**config.mk**
```make
export PLATFORM = sky130hd
export DESIGN_NAME = cfg_space_regfile
export DESIGN_NICKNAME = d
export VERILOG_FILES = /design/src/rtl/cfg_pkg.sv /design/src/rtl/cfg_win_slot.sv /design/src/rtl/cfg_layout.sv /design/src/rtl/cfg_lane_merge.sv /design/src/rtl/cfg_space_regfile.sv
export SDC_FILE = /design/constraint.sdc
export NUM_CORES = 2
export LEC_CHECK = 0
export BUFFER_PORTS_ARGS = -buffer_cell sky130_fd_sc_hd__buf_2
export CAP_MARGIN = 20
export CORE_MARGIN = 2
export CORE_UTILIZATION = 30
export DETAILED_ROUTE_END_ITERATION = 10
export GPL_ROUTABILITY_DRIVEN = 0
export GPL_TIMING_DRIVEN = 1
export MAX_ROUTING_LAYER = met4
export PLACE_DENSITY = 0.4
export SLEW_MARGIN = 20
export SYNTH_ARGS = -nofsm -noshare
export SYNTH_HDL_FRONTEND = slang
export SYNTH_SLANG_ARGS = --single-unit
```
**constraint.sdc**
```tcl
create_clock -name clk -period 3.67 [get_ports clk]
set_clock_uncertainty 0.05 [all_clocks]
set_input_delay 0.5505 -clock clk [delete_from_list [all_inputs] [get_ports clk]]
set_output_delay 0.5505 -clock clk [all_outputs]
set_load 0.02 [all_outputs]
```
**src/rtl/cfg_pkg.sv**
```systemverilog
package cfg_pkg;
    localparam int CFG_DW = 32;

    typedef enum logic [1:0] {
        SZ_NONE  = 2'b00,
        SZ_BYTE  = 2'b01,
        SZ_HALF  = 2'b10,
        SZ_WORD  = 2'b11
    } wsize_e;

    typedef enum logic {
        HDR_ENDPOINT = 1'b0,
        HDR_BRIDGE   = 1'b1
    } hdr_e;

    localparam int IX_IDENT   = 0;
    localparam int IX_CMDSTS  = 1;
    localparam int IX_CLASS   = 2;
    localparam int IX_HDR     = 3;
    localparam int IX_WIN0    = 4;
    localparam int NUM_WIN    = 6;
    localparam int IX_SUBSYS  = 11;
    localparam int IX_CAPPTR  = 13;
    localparam int IX_IRQ     = 15;
    localparam int CAP_BIT    = 20;
    localparam logic [7:0] CAP_FIRST = 8'h40;
endpackage

```
**src/rtl/cfg_win_slot.sv**
```systemverilog
module cfg_win_slot #(
    parameter int DW      = 32,
    parameter bit EN      = 1'b0,
    parameter bit IS_IO   = 1'b0,
    parameter bit IS_64   = 1'b0,
    parameter bit PREF    = 1'b0,
    parameter int LOG2    = 12,
    parameter bit UPPER   = 1'b0,
    parameter int UP_LOG2 = 32
) (
    output logic [DW-1:0] init_o,
    output logic [DW-1:0] mask_o
);
    localparam logic [63:0] SZ      = 64'd1 << LOG2;
    localparam logic [63:0] UP_SZ   = 64'd1 << UP_LOG2;
    localparam logic [63:0] LO_MASK = ~(SZ - 64'd1);
    localparam logic [63:0] HI_MASK = ~((UP_SZ >> 32) - 64'd1);
    localparam logic [DW-1:0] KEEP_IO  = ~DW'(3);
    localparam logic [DW-1:0] KEEP_MEM = ~DW'(15);
    localparam logic [DW-1:0] TYPE_MEM = DW'({PREF, IS_64, 2'b00});

    generate
        if (UPPER) begin : g_upper
            assign init_o = '0;
            assign mask_o = HI_MASK[DW-1:0];
        end else if (EN && IS_IO) begin : g_io
            assign init_o = DW'(1);
            assign mask_o = LO_MASK[DW-1:0] & KEEP_IO;
        end else if (EN) begin : g_mem
            assign init_o = TYPE_MEM;
            assign mask_o = LO_MASK[DW-1:0] & KEEP_MEM;
        end else begin : g_off
            assign init_o = '0;
            assign mask_o = '0;
        end
    endgenerate
endmodule

```
**src/rtl/cfg_layout.sv**
```systemverilog
module cfg_layout
    import cfg_pkg::*;
#(
    parameter int          DW          = 32,
    parameter int          NREG        = 64,
    parameter hdr_e        HDR         = HDR_ENDPOINT,
    parameter logic [15:0] VEND        = 16'h1234,
    parameter logic [15:0] DEVC        = 16'h5678,
    parameter logic [7:0]  CLS         = 8'h04,
    parameter logic [7:0]  SUBCLS      = 8'h01,
    parameter logic [7:0]  PIF         = 8'h5A,
    parameter logic [15:0] SS_VEND     = 16'hABCD,
    parameter logic [15:0] SS_ID       = 16'h2468,
    parameter bit          CAP_ON      = 1'b1,
    parameter int          IRQ_PIN_IDX = 0,
    parameter logic [7:0]  IRQ_LINE    = 8'h0B,
    parameter logic [NUM_WIN-1:0]   WIN_EN   = 6'b000111,
    parameter logic [NUM_WIN-1:0]   WIN_IO   = 6'b000010,
    parameter logic [NUM_WIN-1:0]   WIN_64   = 6'b000100,
    parameter logic [NUM_WIN-1:0]   WIN_PF   = 6'b000100,
    parameter logic [6*NUM_WIN-1:0] WIN_LOG2 = {6'd0, 6'd0, 6'd0, 6'd33, 6'd8, 6'd12}
) (
    output logic [NREG-1:0][DW-1:0] init_o,
    output logic [NREG-1:0][DW-1:0] wmask_o
);
    logic [NUM_WIN-1:0][DW-1:0] win_init;
    logic [NUM_WIN-1:0][DW-1:0] win_mask;
    logic [NUM_WIN-1:0]         win_used;

    for (genvar s = 0; s < NUM_WIN; s++) begin : g_win
        localparam int P      = (s == 0) ? 0 : s - 1;
        localparam bit EFF64  = WIN_64[s] && (s < NUM_WIN - 1);
        localparam bit PREV64 = WIN_EN[P] && WIN_64[P];
        localparam bit UP     = (s != 0) && PREV64;
        cfg_win_slot #(
            .DW(DW), .EN(WIN_EN[s]), .IS_IO(WIN_IO[s]), .IS_64(EFF64),
            .PREF(WIN_PF[s]), .LOG2(int'(WIN_LOG2[6*s +: 6])),
            .UPPER(UP), .UP_LOG2(int'(WIN_LOG2[6*P +: 6]))
        ) u_slot (
            .init_o(win_init[s]),
            .mask_o(win_mask[s])
        );
        assign win_used[s] = WIN_EN[s] || UP;
    end

    always_comb begin
        init_o  = '0;
        wmask_o = '0;
        init_o[IX_IDENT]  = {DEVC, VEND};
        init_o[IX_CMDSTS] = DW'(CAP_ON) << CAP_BIT;
        wmask_o[IX_CMDSTS] = DW'(16'hFFFF);
        init_o[IX_CLASS]  = {CLS, SUBCLS, PIF, 8'h00};
        init_o[IX_HDR]    = (HDR == HDR_BRIDGE) ? DW'(32'h0001_0000) : '0;
        wmask_o[IX_HDR]   = DW'(8'hFF);
        for (int s = 0; s < NUM_WIN; s++) begin
            init_o[IX_WIN0 + s]  = win_init[s];
            wmask_o[IX_WIN0 + s] = win_mask[s];
        end
        if (HDR == HDR_BRIDGE && !win_used[NUM_WIN-1]) begin
            wmask_o[IX_WIN0 + NUM_WIN - 1] = DW'(32'hFFF0_FFF0);
        end
        init_o[IX_SUBSYS] = {SS_ID, SS_VEND};
        init_o[IX_CAPPTR] = CAP_ON ? DW'(CAP_FIRST) : '0;
        init_o[IX_IRQ]    = {16'h0000, 8'(IRQ_PIN_IDX + 1), IRQ_LINE};
        wmask_o[IX_IRQ]   = (HDR == HDR_BRIDGE) ? DW'(32'hFFFF_00FF) : DW'(8'hFF);
    end
endmodule

```
**src/rtl/cfg_lane_merge.sv**
```systemverilog
module cfg_lane_merge
    import cfg_pkg::*;
#(
    parameter int DW    = 32,
    parameter int IDX_W = 6
) (
    input  logic                     clk,
    input  logic                     rst_n,
    input  logic                     wr_en,
    input  logic [IDX_W+$clog2(DW/8)-1:0] wr_off,
    input  logic [1:0]               wr_size,
    input  logic [DW-1:0]            wr_data,
    output logic                     hit_o,
    output logic [IDX_W-1:0]         idx_o,
    output logic [DW/8-1:0]          lanes_o,
    output logic [DW-1:0]            data_o
);
    localparam int NL     = DW / 8;
    localparam int LANE_W = $clog2(NL);

    logic [LANE_W-1:0] lane;
    assign lane  = wr_off[LANE_W-1:0];
    assign idx_o = wr_off[IDX_W+LANE_W-1:LANE_W];

    always_comb begin
        hit_o   = 1'b0;
        lanes_o = '0;
        data_o  = '0;
        case (wsize_e'(wr_size))
            SZ_BYTE: begin
                hit_o   = wr_en;
                lanes_o = NL'(1) << lane;
                data_o  = {{(DW-8){1'b0}}, wr_data[7:0]} << (8 * lane);
            end
            SZ_HALF: begin
                hit_o   = wr_en && !lane[0];
                lanes_o = NL'(3) << lane;
                data_o  = {{(DW-16){1'b0}}, wr_data[15:0]} << (8 * lane);
            end
            SZ_WORD: begin
                hit_o   = wr_en && (lane == '0);
                lanes_o = '1;
                data_o  = wr_data;
            end
            default: begin
                hit_o = 1'b0;
            end
        endcase
    end

    // a byte write selects exactly one lane
    a_r3_one_lane: assert property (@(posedge clk) disable iff (!rst_n)
        (wr_en && wr_size == SZ_BYTE) |-> ($countones(lanes_o) == 1 && hit_o));
endmodule

```
**src/rtl/cfg_space_regfile.sv**
```systemverilog
module cfg_space_regfile
    import cfg_pkg::*;
#(
    parameter int          DW          = CFG_DW,
    parameter int          NREG        = 64,
    parameter int          RD_W        = 8,
    parameter hdr_e        HDR         = HDR_ENDPOINT,
    parameter logic [15:0] VEND        = 16'h1234,
    parameter logic [15:0] DEVC        = 16'h5678,
    parameter logic [7:0]  CLS         = 8'h04,
    parameter logic [7:0]  SUBCLS      = 8'h01,
    parameter logic [7:0]  PIF         = 8'h5A,
    parameter logic [15:0] SS_VEND     = 16'hABCD,
    parameter logic [15:0] SS_ID       = 16'h2468,
    parameter bit          CAP_ON      = 1'b1,
    parameter int          IRQ_PIN_IDX = 0,
    parameter logic [7:0]  IRQ_LINE    = 8'h0B,
    parameter logic [NUM_WIN-1:0]   WIN_EN   = 6'b000111,
    parameter logic [NUM_WIN-1:0]   WIN_IO   = 6'b000010,
    parameter logic [NUM_WIN-1:0]   WIN_64   = 6'b000100,
    parameter logic [NUM_WIN-1:0]   WIN_PF   = 6'b000100,
    parameter logic [6*NUM_WIN-1:0] WIN_LOG2 = {6'd0, 6'd0, 6'd0, 6'd33, 6'd8, 6'd12}
) (
    input  logic            clk,
    input  logic            rst_n,
    input  logic            wr_en,
    input  logic [7:0]      wr_off,
    input  logic [1:0]      wr_size,
    input  logic [DW-1:0]   wr_data,
    input  logic [RD_W-1:0] rd_idx,
    output logic [DW-1:0]   rd_data
);
    localparam int NL     = DW / 8;
    localparam int LANE_W = $clog2(NL);
    localparam int IDX_W  = $clog2(NREG);
    localparam int OFF_W  = IDX_W + LANE_W;

    typedef struct packed {
        logic [NREG-1:0][DW-1:0] regs;
    } state_t;

    state_t st_d, st_q;

    logic [NREG-1:0][DW-1:0] init_v;
    logic [NREG-1:0][DW-1:0] wmask_v;
    logic                    hit;
    logic [IDX_W-1:0]        idx;
    logic [NL-1:0]           lanes;
    logic [DW-1:0]           data_sh;
    logic [DW-1:0]           lane_bits;
    logic [DW-1:0]           eff_mask;

    cfg_layout #(
        .DW(DW), .NREG(NREG), .HDR(HDR), .VEND(VEND), .DEVC(DEVC),
        .CLS(CLS), .SUBCLS(SUBCLS), .PIF(PIF), .SS_VEND(SS_VEND), .SS_ID(SS_ID),
        .CAP_ON(CAP_ON), .IRQ_PIN_IDX(IRQ_PIN_IDX), .IRQ_LINE(IRQ_LINE),
        .WIN_EN(WIN_EN), .WIN_IO(WIN_IO), .WIN_64(WIN_64), .WIN_PF(WIN_PF),
        .WIN_LOG2(WIN_LOG2)
    ) u_layout (
        .init_o (init_v),
        .wmask_o(wmask_v)
    );

    cfg_lane_merge #(.DW(DW), .IDX_W(IDX_W)) u_merge (
        .clk    (clk),
        .rst_n  (rst_n),
        .wr_en  (wr_en),
        .wr_off (wr_off[OFF_W-1:0]),
        .wr_size(wr_size),
        .wr_data(wr_data),
        .hit_o  (hit),
        .idx_o  (idx),
        .lanes_o(lanes),
        .data_o (data_sh)
    );

    for (genvar l = 0; l < NL; l++) begin : g_lane
        assign lane_bits[8*l +: 8] = {8{lanes[l]}};
    end

    assign eff_mask = lane_bits & wmask_v[idx];

    always_comb begin
        st_d = st_q;
        if (hit) begin
            st_d.regs[idx] = (st_q.regs[idx] & ~eff_mask) | (data_sh & eff_mask);
        end
    end

    always_ff @(posedge clk) begin
        if (!rst_n) begin
            st_q.regs <= init_v;
        end else begin
            st_q <= st_d;
        end
    end

    always_comb begin
        if (32'(rd_idx) < NREG) begin
            rd_data = st_q.regs[rd_idx[IDX_W-1:0]];
        end else begin
            rd_data = '1;
        end
    end

    // read-only bits never leave their reset identity
    a_r2_ro_hold: assert property (@(posedge clk) disable iff (!rst_n)
        (st_q.regs & ~wmask_v) == (init_v & ~wmask_v));

    // misaligned full-word write leaves every register unchanged
    a_r4_word_misalign: assert property (@(posedge clk) disable iff (!rst_n)
        (wr_en && wr_size == SZ_WORD && wr_off[LANE_W-1:0] != '0) |=> $stable(st_q.regs));

    // half-word write at an odd offset is dropped
    a_r5_half_odd: assert property (@(posedge clk) disable iff (!rst_n)
        (wr_en && wr_size == SZ_HALF && wr_off[0]) |=> $stable(st_q.regs));

    // no size or no strobe means no change
    a_r6_idle: assert property (@(posedge clk) disable iff (!rst_n)
        (!wr_en || wr_size == SZ_NONE) |=> $stable(st_q.regs));
endmodule

```
==> metrics.txt <==
# TYPE chip_impl_metric gauge
chip_impl_metric{name="die_h",unit="um"} 553.5
chip_impl_metric{name="grt_usage",unit="%"} 22.62
chip_impl_metric{name="overflow",unit=""} 0
chip_impl_metric{name="std_cell_rows",unit=""} 201
chip_impl_metric{name="cts.reportedPaths.clkPinSlew",unit="ns"} 0.06
chip_impl_metric{name="final_nets",unit=""} 8263
chip_impl_metric{name="synthCells",unit=""} 8044
chip_impl_metric{name="floorplan.initialDensity",unit="%"} 30.19
chip_impl_metric{name="ios",unit=""} 85
chip_impl_metric{name="place.detailed.hpwl",unit="mm"} 226.2
chip_impl_metric{name="drt_pass1_iterations",unit=""} 8
chip_impl_metric{name="power_density",unit="mW/mm2"} 472.8
chip_impl_metric{name="synth_enable_flop_cells",unit=""} 0
chip_impl_metric{name="num_vias",unit=""} 65370
chip_impl_metric{name="worstPathMaxFanout",unit=""} 11
chip_impl_info{name="ys_dominant_reg_cell",value="dfxtp_1"} 1
chip_impl_metric{name="vias_per_cell",unit=""} 5.290
chip_impl_metric{name="worst-endpoint-required",unit="ns"} 3.07
chip_impl_metric{name="gr-usage-met2",unit="%"} 35.47
chip_impl_metric{name="drt-initial-drc-count",unit=""} 4957
chip_impl_metric{name="ctsLongestPathBuffers",unit=""} 4
chip_impl_metric{name="arrival",unit="ns"} 3.04
chip_impl_metric{name="syn-cell-area",unit="mm2"} 0.09059
chip_impl_metric{name="synth_area_per_cell",unit="um2"} 11.26
chip_impl_metric{name="met1_usage",unit="%"} 30.94
chip_impl_metric{name="numCtsBuffers",unit=""} 240
chip_impl_metric{name="finalHoldViolations",unit=""} 0
chip_impl_metric{name="place_ws",unit="ns"} -0.3273
chip_impl_metric{name="measured_slew_at_the_worst_slew_check_pin",unit="ns"} 1.214
chip_impl_metric{name="final_max_slew_viol_count",unit=""} 0
chip_impl_metric{name="cts_sinks",unit=""} 2048
chip_impl_info{name="clock_tree.root_cell",value="clkbuf_16"} 1
chip_impl_metric{name="yosysSeqAreaShare",unit="%"} 45.26
chip_impl_metric{name="route.antenna.remaining_nets",unit=""} 0
chip_impl_metric{name="port_buffers",unit=""} 84
chip_impl_metric{name="period_share",unit="%"} 99.29
chip_impl_info{name="path_cells",value="buf_16 > buf_16 > buf_16 > buf_4 > mux4_2 > mux4_2 > mux2i_2 > a22oi_2 > buf_12 > buf_2"} 1
chip_impl_info{name="rsz0062_at_grt",value="yes"} 1
chip_impl_metric{name="grt_max_degree",unit=""} 249
chip_impl_info{name="slowest_stage",value="mux4_2"} 1
chip_impl_info{name="setup.worst_path.class",value="input pin to primary output"} 1
chip_impl_info{name="synthTopCellsByArea",value="dfxtp_1 45%, mux4_2 16%, and2_1 12%, mux2i_1 5.4%, a22oi_1 1.8%"} 1
chip_impl_metric{name="area.growth.synth_to_final",unit="%"} 18.36
chip_impl_metric{name="dieWidth",unit="um"} 553.5
chip_impl_info{name="max_flop_register",value="st_q"} 1
chip_impl_metric{name="flip_flop_count_of_the_largest_register_all_copies_and_words_added",unit=""} 2048
chip_impl_info{name="synth_common_cells",value="2,048 x dfxtp_1, 1,781 x and2_1, 653 x mux4_2"} 1
chip_impl_info{name="synthMostInstantiatedCell",value="dfxtp_1"} 1
chip_impl_info{name="hold_class",value="input pin to flip-flop"} 1
chip_impl_metric{name="synth_cell_type_count",unit=""} 81
chip_impl_metric{name="synth.net_count",unit=""} 8102
chip_impl_info{name="critical-path-top-cell-by-count",value="buf_16"} 1
chip_impl_metric{name="synthArstFlopShare",unit="%"} 0
chip_impl_info{name="largest_registers",value="st_q (2048)"} 1
chip_impl_metric{name="post-route-drc-count",unit=""} 0
chip_impl_metric{name="layout_setup_ws",unit="ns"} 0.02590
chip_impl_metric{name="vdd.ir_drop.worst",unit="uV"} 362.1
chip_impl_metric{name="grt_pass1_vias",unit=""} 65790
chip_impl_info{name="cts_tree",value="built"} 1
chip_impl_metric{name="synth.top_cell.area_share",unit="%"} 45.26
chip_impl_info{name="outcome",value="completed"} 1
chip_impl_metric{name="synth-warning-count",unit=""} 0
chip_impl_metric{name="groute.layer.met3.usage",unit="%"} 2.467
chip_impl_info{name="grt.busiest_layer",value="met2"} 1
chip_impl_metric{name="final-setup-viol-count",unit=""} 0
chip_impl_metric{name="static-leakage-power",unit="uW"} 0.04070
chip_impl_metric{name="clock.fmax",unit="GHz"} 0.2744
chip_impl_metric{name="routed_wl",unit="mm"} 345.5
chip_impl_metric{name="layout_min_cycle_time",unit="ns"} 3.644
chip_impl_metric{name="timing.max_slew.rel_slack",unit="%"} 18.76
chip_impl_metric{name="ctsHtreeMaxLevel",unit=""} 4
chip_impl_metric{name="max_cap_viol_count",unit=""} 0
chip_impl_info{name="crit_path_start_kind",value="input pin"} 1
chip_impl_metric{name="cpPeakStageDelay",unit="ns"} 0.50
chip_impl_metric{name="routedWlPerCell",unit="um"} 27.96
chip_impl_metric{name="totalNegativeSetupSlack",unit="ns"} 0
chip_impl_metric{name="synth.ff_latch_count",unit=""} 2048
chip_impl_metric{name="core_area",unit="mm2"} 0.3000
chip_impl_metric{name="die_outline_area",unit="mm2"} 0.3064
chip_impl_metric{name="grt_antenna_before_repair",unit=""} 24
chip_impl_info{name="post-synth-top-area-cell",value="dfxtp_1"} 1
chip_impl_metric{name="hold-worst-slack",unit="ns"} 0.1035
chip_impl_metric{name="first_pass_grt_wire_length",unit="mm"} 497.6
chip_impl_metric{name="drive_gt1_share",unit="%"} 22.67
chip_impl_metric{name="clock_insertion_delay_worst_skew",unit="ns"} 0.92
chip_impl_info{name="worst_setup_path_end_kind",value="primary output"} 1
cell families after synthesis:
family | share of synthesized area (%)
compound gates | 11.46
flops | 45.26
mux | 23.19
buf+inv | 4.559
simple gates | 15.46
fa+ha+maj | 0.06906
placed cells by master, fill, tap and decap left out, types with 15 or more instances in the layout:
cell type / count
nand3_1: 87
nor2_1: 231
a22o_1: 144
o221ai_1: 135
clkbuf_16: 242
inv_1: 138
and2_1: 1778
dfxtp_1: 2047
o41ai_1: 15
clkbuf_8: 65
buf_12: 151
a31oi_1: 37
mux2_2: 101
a221oi_1: 75
o22ai_1: 106
clkbuf_1: 44
o21ai_0: 243
o21ai_1: 23
nor3_1: 19
nand2b_1: 39
buf_2: 72
nand2_1: 127
bufinv_16: 18
buf_4: 415
o31ai_1: 19
o2bb2ai_1: 38
a32o_1: 32
a221o_1: 48
a22oi_1: 201
a21oi_1: 214
mux2_1: 16
clkinv_2: 44
mux2i_1: 480
mux4_2: 653
critical path, delay by kind of cell:
kind,cells,cell delay [ns]
AOI/OAI and AO/OA,1,0.21
muxes,3,1.19
buffers and inverters,6,0.99
what timing repair did:
item                                    in CTS  in global routing
hold endpoints to repair                     0                  0
gates resized for setup                     33                 19
gates cloned                                 1                  1
pin swaps                                    1                  3
endpoints found under the setup margin      24                 10
setup buffers                                4                  2
hold buffers                                 0                  0
per-layer routing:
layer	routed length [um]	part of all wire (%)
met1	161600	47
met2	159800	46
met3	15430	4.5
met4	8614	2.5
met5	0	0
layout make-up:
type	count	area [um2]
Clock inverter	74	889.6
Tap cell	3958	4952
Sequential cell	2048	41000
Timing Repair Buffer	664	6970
Antenna cell	12	30.03
Inverter	143	551.8
Fill cell	29190	192800
Multi-Input combinational cell	5108	45740
Clock buffer	350	7091
stage by stage:
step	std cells	area [um2]	power, uW	utilization [%]
after global placement	11910	98840	26670	32.94
after floorplan	8044	90590	24700	-
after detailed placement	11910	98850	26680	32.95
after CTS	12340	107100	51320	35.68
after global routing	12350	107200	52290	35.73
final	12360	107200	50700	35.74
where the power goes:
group          internal (uW)  leakage [uW]  total, uW  switching, uW
clock network          14500       0.00395      24500           9970
logic                   1300        0.0203       3960           2660
registers              22200        0.0165      22200           1.16
path summary, 6_finish.rpt:
kind / cells past startpoint / startpoint / slack [ns] / end
max: 10 / rd_idx[0] / 0.03 / rd_data[14]
min: 3 / wr_data[2] / 0.10 / st_q[34]
max reg2reg: 7 / st_q[35] / 0.91 / st_q[99]
min reg2reg: 2 / st_q[1979] / 0.40 / st_q[1979]
No activity file was read; power rests on OpenSTA's default activity.
